`config.mk`:
```
export PLATFORM = sky130hd
export DESIGN_NAME = xpt_cfg_port
export DESIGN_NICKNAME = d
export VERILOG_FILES = /design/src/rtl/xpt_cfg_pkg.sv /design/src/rtl/xpt_cmd_seq.sv /design/src/rtl/xpt_cfg_store.sv /design/src/rtl/xpt_cfg_port.sv
export SDC_FILE = /design/constraint.sdc
export NUM_CORES = 1
export LEC_CHECK = 0
export BUFFER_PORTS_ARGS = -buffer_cell sky130_fd_sc_hd__buf_4
export CAP_MARGIN = 20
export CORE_ASPECT_RATIO = 1.25
export CORE_MARGIN = 4
export CORE_UTILIZATION = 45
export CTS_CLUSTER_DIAMETER = 100
export DETAILED_ROUTE_END_ITERATION = 6
export HOLD_SLACK_MARGIN = 0.08
export PLACE_DENSITY_LB_ADDON = 0.1
export SLEW_MARGIN = 20
export SYNTH_ARGS = -nofsm -noshare
export SYNTH_HDL_FRONTEND = slang
export SYNTH_SLANG_ARGS = --single-unit
```
`constraint.sdc`:
```
create_clock -name cfg_clk -period 2.2 [get_ports cfg_clk]
set_input_delay 0.44 -clock cfg_clk [delete_from_list [all_inputs] [get_ports cfg_clk]]
set_output_delay 0.44 -clock cfg_clk [all_outputs]
set_load 0.03 [all_outputs]
```
`src/rtl/xpt_cfg_pkg.sv`:
```
// Shared definitions for the crosspoint configuration port.
package xpt_cfg_pkg;

    // Operation code carried on op_sel; bit 1 marks a read.
    typedef enum logic [1:0] {
        OP_BUF_WR = 2'b00,
        OP_XPT_WR = 2'b01,
        OP_BUF_RD = 2'b10,
        OP_XPT_RD = 2'b11
    } xpt_op_e;

endpackage

```
`src/rtl/xpt_cmd_seq.sv`:
```
// Command sequencer. It accepts one command per falling edge while idle.
// A write becomes a single-edge strobe. A read runs through three hold
// phases and then a one-cycle ready. Raising the enable during the hold
// phases drops the read.
// Assumes: a synchronous active-low reset sampled on the falling edge.
module xpt_cmd_seq
    import xpt_cfg_pkg::*;
(
    input  logic       clk,
    input  logic       rst_n,
    input  logic       en_n,
    input  logic [1:0] op,
    output logic       wr_buf,
    output logic       wr_xpt,
    output logic       rd_cap,
    output logic       rd_is_xpt,
    output logic       ld_out,
    output logic       rdy,
    output logic       busy
);

    localparam int PH_W = 2;
    localparam logic [PH_W-1:0] PH_IDLE = '0;
    localparam logic [PH_W-1:0] PH_LAST = '1;

    logic [PH_W-1:0] phase_q;
    logic            op_xpt_q;
    logic            rdy_q;
    logic            accept;

    // Decode the strobes for the current edge from the phase and the inputs.
    always_comb begin
        accept    = (phase_q == PH_IDLE) && !en_n;
        wr_buf    = accept && (xpt_op_e'(op) == OP_BUF_WR);
        wr_xpt    = accept && (xpt_op_e'(op) == OP_XPT_WR);
        rd_cap    = accept && op[1];
        ld_out    = (phase_q == PH_LAST) && !en_n;
        rd_is_xpt = op_xpt_q;
        rdy       = rdy_q;
        busy      = (phase_q != PH_IDLE);
    end

    // Advance the read phase, record the read kind and produce ready.
    always_ff @(negedge clk) begin
        if (!rst_n) begin
            phase_q  <= PH_IDLE;
            op_xpt_q <= 1'b0;
            rdy_q    <= 1'b0;
        end else begin
            rdy_q <= ld_out;
            if (rd_cap) begin
                phase_q  <= PH_IDLE + 1'b1;
                op_xpt_q <= op[0];
            end else if (phase_q != PH_IDLE) begin
                if (en_n || phase_q == PH_LAST)
                    phase_q <= PH_IDLE;
                else
                    phase_q <= phase_q + 1'b1;
            end
        end
    end

    // Ready lasts exactly one cycle.
    assert_rdy_single_R6: assert property (@(negedge clk) disable iff (!rst_n)
        rdy_q |=> !rdy_q);

    // Ready only follows three consecutive edges with the enable held low.
    assert_rdy_held_en_R10: assert property (@(negedge clk) disable iff (!rst_n)
        $rose(rdy_q) |-> (!$past(en_n) && !$past(en_n, 2) && !$past(en_n, 3)));

endmodule

```
`src/rtl/xpt_cfg_store.sv`:
```
// Configuration store: one buffer word per port and a directional link
// matrix (row = port A, column = port B). A write that names an address
// of NPORT or more is dropped. A read of such an address returns zero.
// Assumes: NPORT >= 2 and NPORT <= 2**ADDR_W.
module xpt_cfg_store #(
    parameter int NPORT  = 16,
    parameter int ADDR_W = 10,
    parameter int VAR_W  = 4
) (
    input  logic              clk,
    input  logic              rst_n,
    input  logic              wr_buf,
    input  logic              wr_xpt,
    input  logic [ADDR_W-1:0] wa,
    input  logic [ADDR_W-1:0] wb,
    input  logic [VAR_W-1:0]  wc,
    input  logic [ADDR_W-1:0] ra,
    input  logic [ADDR_W-1:0] rb,
    output logic [VAR_W-1:0]  rd_buf,
    output logic              rd_link,
    output logic              ra_ok,
    output logic              rb_ok
);

    localparam int IDX_W = $clog2(NPORT);
    localparam logic [ADDR_W-1:0] LIMIT = ADDR_W'(NPORT);

    logic [VAR_W-1:0] cfg_q  [NPORT];
    logic [NPORT-1:0] link_q [NPORT];
    logic             wa_ok, wb_ok;
    logic [IDX_W-1:0] wa_idx, wb_idx, ra_idx, rb_idx;

    // Range checks and index extraction for the write and read addresses.
    always_comb begin
        wa_ok  = (wa < LIMIT);
        wb_ok  = (wb < LIMIT);
        ra_ok  = (ra < LIMIT);
        rb_ok  = (rb < LIMIT);
        wa_idx = wa[IDX_W-1:0];
        wb_idx = wb[IDX_W-1:0];
        ra_idx = ra[IDX_W-1:0];
        rb_idx = rb[IDX_W-1:0];
    end

    for (genvar p = 0; p < NPORT; p++) begin : g_port
        // Buffer word and link row of one port.
        always_ff @(negedge clk) begin
            if (!rst_n) begin
                cfg_q[p]  <= '0;
                link_q[p] <= '0;
            end else begin
                if (wr_buf && wa_ok && wa_idx == IDX_W'(p))
                    cfg_q[p] <= wc;
                if (wr_xpt && wa_ok && wb_ok && wa_idx == IDX_W'(p))
                    link_q[p][wb_idx] <= wc[0];
            end
        end

        // An out-of-range buffer write leaves every port untouched.
        assert_oor_write_kept_R9: assert property (@(negedge clk) disable iff (!rst_n)
            (wr_buf && !wa_ok && !wr_xpt) |=> $stable(cfg_q[p]));
    end

    // Read multiplexers; out-of-range addresses read as zero.
    always_comb begin
        rd_buf  = ra_ok ? cfg_q[ra_idx] : '0;
        rd_link = (ra_ok && rb_ok) ? link_q[ra_idx][rb_idx] : 1'b0;
    end

endmodule

```
`src/rtl/xpt_cfg_port.sv`:
```
// Top of the parallel crosspoint configuration port. It joins the command
// sequencer and the store, holds the addresses of a read in progress and
// loads the result registers for the ready cycle. The bidirectional pins
// are split into separate in/out ports plus an output enable.
// Assumes: ADDR_W >= VAR_W; everything acts on the falling edge of cfg_clk.
module xpt_cfg_port #(
    parameter int NPORT  = 16,
    parameter int ADDR_W = 10,
    parameter int VAR_W  = 4
) (
    input  logic              cfg_clk,
    input  logic              rst_n,
    input  logic              cfg_en_n,
    input  logic [1:0]        op_sel,
    input  logic [ADDR_W-1:0] a_in,
    input  logic [ADDR_W-1:0] b_in,
    input  logic [VAR_W-1:0]  c_in,
    output logic [ADDR_W-1:0] a_out,
    output logic [ADDR_W-1:0] b_out,
    output logic              c0_out,
    output logic              bus_oe,
    output logic              rdy
);

    logic              wr_buf, wr_xpt, rd_cap, rd_is_xpt, ld_out, busy;
    logic [ADDR_W-1:0] ca_q, cb_q;
    logic [VAR_W-1:0]  rd_buf;
    logic              rd_link, ra_ok, rb_ok;
    logic [ADDR_W-1:0] a_out_q, b_out_q;
    logic              c0_out_q;

    xpt_cmd_seq u_seq (
        .clk       (cfg_clk),
        .rst_n     (rst_n),
        .en_n      (cfg_en_n),
        .op        (op_sel),
        .wr_buf    (wr_buf),
        .wr_xpt    (wr_xpt),
        .rd_cap    (rd_cap),
        .rd_is_xpt (rd_is_xpt),
        .ld_out    (ld_out),
        .rdy       (rdy),
        .busy      (busy)
    );

    xpt_cfg_store #(
        .NPORT  (NPORT),
        .ADDR_W (ADDR_W),
        .VAR_W  (VAR_W)
    ) u_store (
        .clk     (cfg_clk),
        .rst_n   (rst_n),
        .wr_buf  (wr_buf),
        .wr_xpt  (wr_xpt),
        .wa      (a_in),
        .wb      (b_in),
        .wc      (c_in),
        .ra      (ca_q),
        .rb      (cb_q),
        .rd_buf  (rd_buf),
        .rd_link (rd_link),
        .ra_ok   (ra_ok),
        .rb_ok   (rb_ok)
    );

    // Hold the read addresses from the capture edge to the end of the read.
    always_ff @(negedge cfg_clk) begin
        if (!rst_n) begin
            ca_q <= '0;
            cb_q <= '0;
        end else if (rd_cap) begin
            ca_q <= a_in;
            cb_q <= b_in;
        end
    end

    // Load the result for the ready cycle and clear it otherwise.
    always_ff @(negedge cfg_clk) begin
        if (!rst_n || !ld_out) begin
            a_out_q  <= '0;
            b_out_q  <= '0;
            c0_out_q <= 1'b0;
        end else if (rd_is_xpt) begin
            a_out_q  <= (ra_ok && rb_ok) ? ca_q : '0;
            b_out_q  <= (ra_ok && rb_ok) ? cb_q : '0;
            c0_out_q <= rd_link;
        end else begin
            a_out_q  <= ADDR_W'(rd_buf);
            b_out_q  <= '0;
            c0_out_q <= 1'b0;
        end
    end

    // Drive the pin outputs; the pins turn around only while ready is high.
    always_comb begin
        a_out  = a_out_q;
        b_out  = b_out_q;
        c0_out = c0_out_q;
        bus_oe = rdy;
    end

    // Outside the ready cycle the data outputs stay at zero.
    assert_quiet_bus_R6: assert property (@(negedge cfg_clk) disable iff (!rst_n)
        !rdy |-> (a_out == '0 && b_out == '0 && !c0_out));

    // No store write is issued while a read is in progress.
    assert_no_write_busy_R7: assert property (@(negedge cfg_clk) disable iff (!rst_n)
        busy |-> !(wr_buf || wr_xpt));

endmodule

```
* Yosys cells after proc, flatten, opt, wreduce, memory -nomap -nowiden
Memories as Yosys holds them, arrays and structs flattened. A register that Yosys moved wholly into a read port is not among the register bits.
Index checks and enable logic that the tools add are counted.
** Word-level totals
- Flip-flop bits (word level) :: 45
- RAM bits :: 320
- Bits of input ports :: 29
- Output and inout port bits :: 23
- Word-level logic and storage cells :: 749
- Memories :: 2
** Memory list
- u_store.link_q :: words 16, width 16, read ports 1, clocked after Yosys merged registers in 1, wr ports 16, RTL line xpt_cfg_store.sv:29 : logic [NPORT-1:0] link_q [NPORT];
- u_store.cfg_q :: words 16, width 4, read ports 1, clocked after Yosys merged registers in 1, wr ports 16, RTL line xpt_cfg_store.sv:28 : logic [VAR_W-1:0] cfg_q [NPORT];
** Operators by class
- $add $sub $neg :: 1
- Order comparisons :: 7
- Equality and inequality tests :: 17
- Mux-type cells :: 383
- Bitwise gates (word level) :: 275
- Reduce and logical (&&, ||, !) cells :: 54
** Operators with widths (number)
- two-way mux 1 bit :: 341
- bitwise OR 1 bit :: 272
- two-way mux 16 bit :: 16
- two-way mux 4 bit :: 23
- logical AND 1 bit :: 42
- less-than comparator 10 x 5 -> 1 bit (second input constant) :: 4
- == test 4 bit (second input constant) :: 8
- == test 4 x 3 -> 1 bit (second input constant) :: 4
- less-than comparator 4 x 5 -> 1 bit (second input constant) :: 2
- == test 4 x 2 -> 1 bit (second input constant) :: 2
- binary-select mux 1 bit (select 4 bit) :: 1
- demux 1 bit (select 4 bit) :: 1
- == test 4 x 1 -> 1 bit (second input constant) :: 1
- >= comparator 4 x 1 -> 1 bit (second input constant) :: 1
- zero test 2 bit :: 2
- zero test 4 bit :: 1
- nonzero test 2 bit :: 2
- zero test 1 bit :: 3
- NOT 1 bit :: 3
- OR reduction 3 bit :: 1
- adder 2 x 1 -> 2 bit (second input constant) :: 1
- == test 2 x 1 -> 1 bit (second input constant) :: 1
- == test 2 bit (second input constant) :: 1
- logical OR 1 bit :: 2
- other kinds (2) :: 2

* Longest topological paths before layout
Gate-level depths: netlist (run 1).
- Word-level depth :: 10
- Mapped depth :: 11
- Mapped depth without buffers :: 8

* Cells and area by module
Synthesis (run 1) repeated with hierarchy kept, for this count alone.
** Second synthesis, totals
- Cells, all modules :: 1540
- Area total of the unflattened synthesis :: 17764.5 µm²
** By module, submodules not included
- xpt_cfg_store :: instances 1, cells each 1378, area an instance 16044.1 µm², sequential area each 9609.2 µm²
- xpt_cfg_port :: instances 1, cells each 135, area an instance 1495.2 µm², sequential area each 820.8 µm²
- xpt_cmd_seq :: instances 1, cells each 27, area an instance 225.2 µm², sequential area each 80.1 µm²

==> run summary, run 1 <==
Post-synthesis instance area = 17700 sq um
RSZ-0062 raised after global routing = true
ANT nets after route = 0
H-tree depth = 2
Floorplan row count = 80
Worst Hold Path EP = cb_q[6]
Synthesized instance count = 1547
Worst Max-Slew Pin Slew = 0.966 ns
Final-stage net count = 2092
Total of fill cells in the finished design = 3183
CTS tree = done
Num Clock Sinks = 369
Per-cell via count in the routed design = 5.60
Leading cell types in the layout, fill and taps excluded = sky130_fd_sc_hd__inv_1 (387), sky130_fd_sc_hd__edfxtp_1 (320), sky130_fd_sc_hd__nor2_1 (272)
Leakage power summed over all cells = 9.68 nW
Post-route total power = 0.0190 W
Clock-pin transition on the worst setup and hold timing paths = 0.03 ns
Classification of the worst-slack hold path = reg2reg
Flip-flop and latch count after synthesis = 369
Commonest non-fill, non-tap cell in the layout = sky130_fd_sc_hd__inv_1
GPL Wtd Cong = 0.802
Final core utilization = 0.598
Violated checks = setup timing
Fraction of power consumed by the clock network = 0.509
Top fanout value on the critical path = 32
Part of the total power dissipated in sequential elements = 0.419
Total GRT Usage = 0.244
Largest net degree at the start of global routing = 178
Sequential element share of the synthesized area = 0.599
Number of non-filler instances in the completed layout = 2586
HP Start = cb_q[6]
Vertical die dimension = 230 um
Growth of design area from synthesis to finish = 30.4%
Final global-route overflow total = 0
Starting DRC count in detailed routing = 1084
Worst EP required = 1.39 ns
# IOs = 52
Fraction of power spent switching nets = 0.290
Per-cell routed wire length = 20.1 um
Share of final-layout standard cells stronger than drive strength 1 = 0.207
Rel. slew slack = 0.356
Endpoints failing setup = 673
Vias = 14500
Max Root-Sink Buffers = 3
Critical R2R Capture = c0_out
Starting utilization of the core area = 0.459
Number of antenna violations at the first check in global routing = 0
Top_reg_cell synth = sky130_fd_sc_hd__edfxtp_1
Fin. Hold Viols = 0
Cell area after layout = 23100 sq um
Wire length after detailed routing = 51900 um
R2r worst-path depth = 10
Critical path capture point type = register
Fin. max-slew vios = 0
X dimension of the die = 185 um
Count of input and output buffers = 51
First drt pass iteration count = 5
Area enclosed by the die boundary = 42500 sq um
Clock network latency to the later pin of the worst-skew pair = 0.62 ns
Number of placed instances, taps included = 2139
Combinational cell fraction of total power = 0.072
Fraction of registers with async set or reset after synthesis = 0
Result of the run = finished with violations
Crit path kind = in2reg
Number of enable-type register cells in the synthesized netlist = 320
Core area = 38500 sq um
Total CTS buffers = 41
Data arrival at the endpoint of the critical path = 2.20 ns
Warnings, synthesis = 0
Type of element launching the critical path = input pin
Max-cap violation count = 0
Post-route DRC = 0
Number of global-route vias before repair = 15300
Count of unique library cells instantiated by Yosys = 57
Avg Cell Area, Syn = 11.4 sq um
Maximum vdd drop = 0.623 mV
Fin Setup TNS = -415.81 ns
Min setup slack post-route = -0.814 ns
Internal reg-to-reg setup slack = -0.35 ns
Clock root cell = sky130_fd_sc_hd__clkbuf_16
Psw = 0.00550 W
Detailed placement HPWL = 32100 um
Internal power = 0.0135 W
Wire length of the first global-routing pass = 80100 um
Hold Path Stages = 2
Worst Clk Skew = 0.0320 ns
Area after DPL = 20000 sq um
Power per standard cell area = 825 nW/um^2
[area by class of cell]
class	count	area (sq um)	area share
inverter	8	30.0	0.00130
tap	492	616	0.0267
antenna	1	2.50	0.000109
timing repair buffer	270	2610	0.113
clock inverter	403	1720	0.0745
multi-input combinational	1002	6460	0.280
sequential	369	10600	0.460
clock buffer	41	1030	0.0445
[state kept, by name (all words and copies together), names as in the netlist, named ones only]
register / cells
u_store.link_q: 256
u_store.cfg_q: 64
a_out: 10
b_out: 10
ca_q: 10
cb_q: 10
u_seq.phase_q: 2
c0_out: 1
u_seq.rd_is_xpt: 1
u_seq.rdy: 1
[power by group through the flow]
stage / registers (W) / clock network, W / logic, W
2_1_floorplan: 0.00803 / 0.000997 / 0.000735
3_3_place_gp: 0.00804 / 0.000997 / 0.00130
3_5_place_dp: 0.00805 / 0.000997 / 0.00132
4_1_cts: 0.00796 / 0.00993 / 0.00136
5_1_grt: 0.00797 / 0.0108 / 0.00147
6_report: 0.00796 / 0.00968 / 0.00137
[metal layers]
layer	routed length, um	track usage	vias to the layer above
met4	2120	0.135	0
met3	3000	0.0684	120
li1	-	-	6727
met1	20100	0.280	7097
met2	26700	0.408	543
met5	0	0	-
[cells by family (layout without fill, tap and decap cells)]
| family | after synthesis | after routing | synth area share |
|---|---|---|---|
| adder cells (fa/ha/maj) | 2 | 2 | 0.00142 |
| buffers and inverters | 187 | 722 | 0.0481 |
| other | 1 | 13 | 0.000212 |
| multiplexers | 106 | 106 | 0.105 |
| flip-flops | 369 | 369 | 0.599 |
| AND/OR/NAND/NOR | 508 | 508 | 0.126 |
| AO/OA/AOI/OAI | 374 | 374 | 0.120 |
[worst max-delay path, cell delays in order]
cell and delay (ns):
sky130_fd_sc_hd__buf_6 0.09, sky130_fd_sc_hd__or4_1 0.51, sky130_fd_sc_hd__or3_4 0.48, sky130_fd_sc_hd__nor2_4 0.17, sky130_fd_sc_hd__nand2_1 0.12, sky130_fd_sc_hd__buf_12 0.20, sky130_fd_sc_hd__o21ai_2 0.15
[through the flow]
step	worst slack [ns]	hold slack [ns]
finish	-0.814	0.458
global route	-0.844	0.479
CTS	-0.819	0.462
detailed placement	-1.48	0.457
global placement	-1.38	0.453
floorplan	-1.11	0.442
[how the worst max path moves through the flow]
stage                        endpoint  depth (start not counted)  slack (ns)     from
6_report        u_store.link_q[7][13]                          7       -0.81  b_in[4]
5_1_grt          u_store.link_q[7][2]                          7       -0.84  b_in[4]
4_1_cts        u_store.link_q[11][11]                          7       -0.82  b_in[4]
3_5_place_dp    u_store.link_q[7][13]                          8       -1.48  a_in[5]
3_3_place_gp   u_store.link_q[13][11]                          7       -1.38  b_in[4]
2_1_floorplan   u_store.link_q[8][12]                          6       -1.11  b_in[4]
[Yosys cell counts, drive strengths merged (7+ instances only)]
cell | n | area, sq um
nor2 | 276 | 1040
inv | 8 | 30.0
clkbuf | 152 | 592
buf | 26 | 225
nor2b | 12 | 75.1
nand3 | 16 | 80.1
a31oi | 7 | 43.8
a21oi | 9 | 45.0
a21boi | 21 | 158
edfxtp | 320 | 9610
o21ai | 281 | 1410
nand2 | 98 | 368
mux4 | 58 | 1370
and3 | 69 | 432
mux2i | 38 | 380
a221oi | 8 | 70.1
o22ai | 8 | 50.1
dfxtp | 49 | 981
mux2 | 10 | 113
o221ai | 17 | 149
nand4 | 7 | 43.8
[timing repair]
action	4_1_cts	5_1_grt
hold buffers	0	0
setup endpoints to repair	671	677
gates resized for setup	225	53
buffers inserted	3	0
pin swaps	3	2
No activity file was read; power rests on OpenSTA's default activity.
==> run 2, diff against run 1 <==
--- a/config.mk
+++ b/config.mk
@@ -17,4 +17,5 @@
 export SLEW_MARGIN = 20
 export SYNTH_ARGS = -nofsm -noshare
 export SYNTH_HDL_FRONTEND = slang
+export SYNTH_HIERARCHICAL = 1
 export SYNTH_SLANG_ARGS = --single-unit
==> run summary, run 2 <==
Area enclosed by the die boundary = 42700 sq um
Area after DPL = 20400 sq um
Starting DRC count in detailed routing = 1158
Data arrival at the endpoint of the critical path = 2.15 ns
Synthesized instance count = 1540
Most repeated cell in the gate-level netlist after synthesis = sky130_fd_sc_hd__edfxtp_1
Classification of the worst-slack hold path = reg2reg
R2r worst-path depth = 10
Total GRT Usage = 0.241
FF+latch area = 10500 sq um
Crit path kind = in2reg
Core area = 39100 sq um
Final global-route overflow total = 0
Rel. slew slack = 0.427
Cell types occupying the most area after synthesis = sky130_fd_sc_hd__edfxtp_1 (54%), sky130_fd_sc_hd__mux4_2 (8.9%), sky130_fd_sc_hd__o21ai_0 (7.8%)
Num Clock Sinks = 365
Cell area after layout = 24400 sq um
Growth of design area from synthesis to finish = 37.1%
Worst Max-Slew Pin Slew = 0.857 ns
First drt pass iteration count = 5
Most flops, register = u_store/link_q
Post-route DRC = 0
Maximum vdd drop = 0.564 mV
Leading cell types in the layout, fill and taps excluded = sky130_fd_sc_hd__inv_1 (403), sky130_fd_sc_hd__edfxtp_1 (320), sky130_fd_sc_hd__nor2_1 (269)
Portion of synthesized cell area occupied by the leading cell type = 0.541
CTS tree = done
H-tree depth = 2
Worst Clk Skew = 0.0307 ns
Cell type with the largest total area after synthesis = sky130_fd_sc_hd__edfxtp_1
Starting utilization of the core area = 0.454
Sequential element share of the synthesized area = 0.592
Largest regs = u_store/link_q (256), u_store/cfg_q (64)
Hold Slack = 0.447 ns
Internal reg-to-reg setup slack = -0.57 ns
Top_reg_cell synth = sky130_fd_sc_hd__edfxtp_1
Number of enable-type register cells in the synthesized netlist = 320
Fin. Hold Viols = 0
Per-cell via count in the routed design = 5.62
Detailed placement HPWL = 32400 um
Max FFs per register = 256
Violated checks = setup timing
Synth top cells by count = sky130_fd_sc_hd__edfxtp_1 (320), sky130_fd_sc_hd__nor2_1 (279), sky130_fd_sc_hd__o21ai_0 (278), sky130_fd_sc_hd__clkbuf_1 (135), sky130_fd_sc_hd__mux4_2 (70)
Number of antenna violations at the first check in global routing = 0
Vertical die dimension = 230 um
Final-stage net count = 2091
Syn_nets = 1571
Avg Cell Area, Syn = 11.5 sq um
Min setup slack post-route = -0.753 ns
Number of global-route vias before repair = 15200
Setup crit start = a_in[4]
Floorplan row count = 81
Count of unique library cells instantiated by Yosys = 52
Count of input and output buffers = 51
Share of final-layout standard cells stronger than drive strength 1 = 0.304
Multi-input gate area = 7470 sq um
# IOs = 52
Vias = 14500
Max-cap violation count = 0
Result of the run = finished with violations
Number of diodes = 0
ANT nets after route = 0
Total of fill cells in the finished design = 3100
Hold buffers post-CTS = 0
Clock root cell = sky130_fd_sc_hd__clkbuf_16
X dimension of the die = 186 um
Commonest non-fill, non-tap cell in the layout = sky130_fd_sc_hd__inv_1
Critical R2R Capture = c0_out
Warnings, synthesis = 6
Max Root-Sink Buffers = 3
RSZ-0062 raised after global routing = true
Worst EP required = 1.39 ns
Top fanout value on the critical path = 32
Power per standard cell area = 765 nW/um^2
Fraction of registers with async set or reset after synthesis = 0
Crit path capture = u_store/link_q[6][5]
Fin. max-slew vios = 0
Critical path capture point type = register
Type of element launching the critical path = input pin
Largest net degree at the start of global routing = 110
GPL Wtd Cong = 0.829
Total CTS buffers = 41
Wire length of the first global-routing pass = 79800 um
Clock-pin transition on the worst setup and hold timing paths = 0.03 ns
Endpoints failing setup = 669
Per-cell routed wire length = 21.0 um
Leakage power summed over all cells = 9.89 nW
Wire length after detailed routing = 54300 um
Clock network latency to the later pin of the worst-skew pair = 0.61 ns
Flip-flop and latch count after synthesis = 365
Startpoint of the most critical register-to-register path = ca_q[0]
Post-synthesis instance area = 17800 sq um
[run 2: worst min path at each step]
stage,start,end,slack [ns],cells past startpoint
3_3_place_gp,ca_q[6],a_out[6],0.44,2
2_1_floorplan,ca_q[5],a_out[5],0.43,2
5_1_grt,ca_q[8],a_out[8],0.47,2
4_1_cts,ca_q[6],a_out[6],0.45,2
3_5_place_dp,ca_q[9],a_out[9],0.44,2
6_report,ca_q[6],a_out[6],0.45,2
[run 2: critical path, stage by stage]
cell and delay [ns]:
sky130_fd_sc_hd__buf_8 0.10, sky130_fd_sc_hd__or4_4 0.54, sky130_fd_sc_hd__nor3_4 0.19, sky130_fd_sc_hd__nand3_4 0.17
sky130_fd_sc_hd__nor2_4 0.22, sky130_fd_sc_hd__nand2_1 0.12, sky130_fd_sc_hd__buf_12 0.19, sky130_fd_sc_hd__o21ai_1 0.17
[run 2: layer usage]
metal  GRT usage  vias up  part of all wire
li1            -     6683                 -
met1       0.284     7207              0.39
met2       0.401      507              0.51
met3      0.0633      114             0.056
met4       0.128        0             0.042
met5           0        -                 0
[run 2: layout make-up]
cell class	count	share of cell area
Timing Repair Buffer	279	0.124
Inverter	26	0.00401
Tap cell	498	0.0256
Multi-Input combinational cell	982	0.307
Sequential cell	365	0.432
Clock buffer	43	0.0442
Clock inverter	390	0.0640
[run 2: what timing repair did]
item / CTS / global route
gates resized for setup: 304 / 187
pin swaps: 6 / 18
setup buffers: 1 / 7
gates cloned: 3 / 9
setup endpoints to repair: 668 / 670
[run 2: through the flow]
stage	worst slack, ns	instances	setup TNS [ns]	util	total power [W]
after global placement	-1.39	2133	-800.37	0.522	0.0104
after floorplan	-1.09	1540	-602.19	-	0.00976
after global routing	-0.815	2583	-444.06	0.623	0.0199
after detailed placement	-1.41	2133	-806.72	0.522	0.0104
after CTS	-0.758	2567	-401.58	0.599	0.0188
final	-0.753	2583	-414.04	0.623	0.0186
[run 2: power by group]
group	leakage (nW)	total (W)	internal (W)	switching, W
Combinational	3.64	0.00158	0.000714	0.000870
Clock	2.60	0.00915	0.00474	0.00441
Sequential	3.65	0.00789	0.00780	0.0000957
[run 2: logic make-up (layout without fill, tap and decap cells)]
kind of cell / count (synthesis) / count (layout) / share of synthesized area
adder cells (fa/ha/maj): 2 / 2 / 0.00141
buffers and inverters: 194 / 738 / 0.0480
flip-flops: 365 / 365 / 0.592
AO/OA/AOI/OAI: 339 / 339 / 0.104
multiplexers: 117 / 117 / 0.115
AND/OR/NAND/NOR: 523 / 524 / 0.139
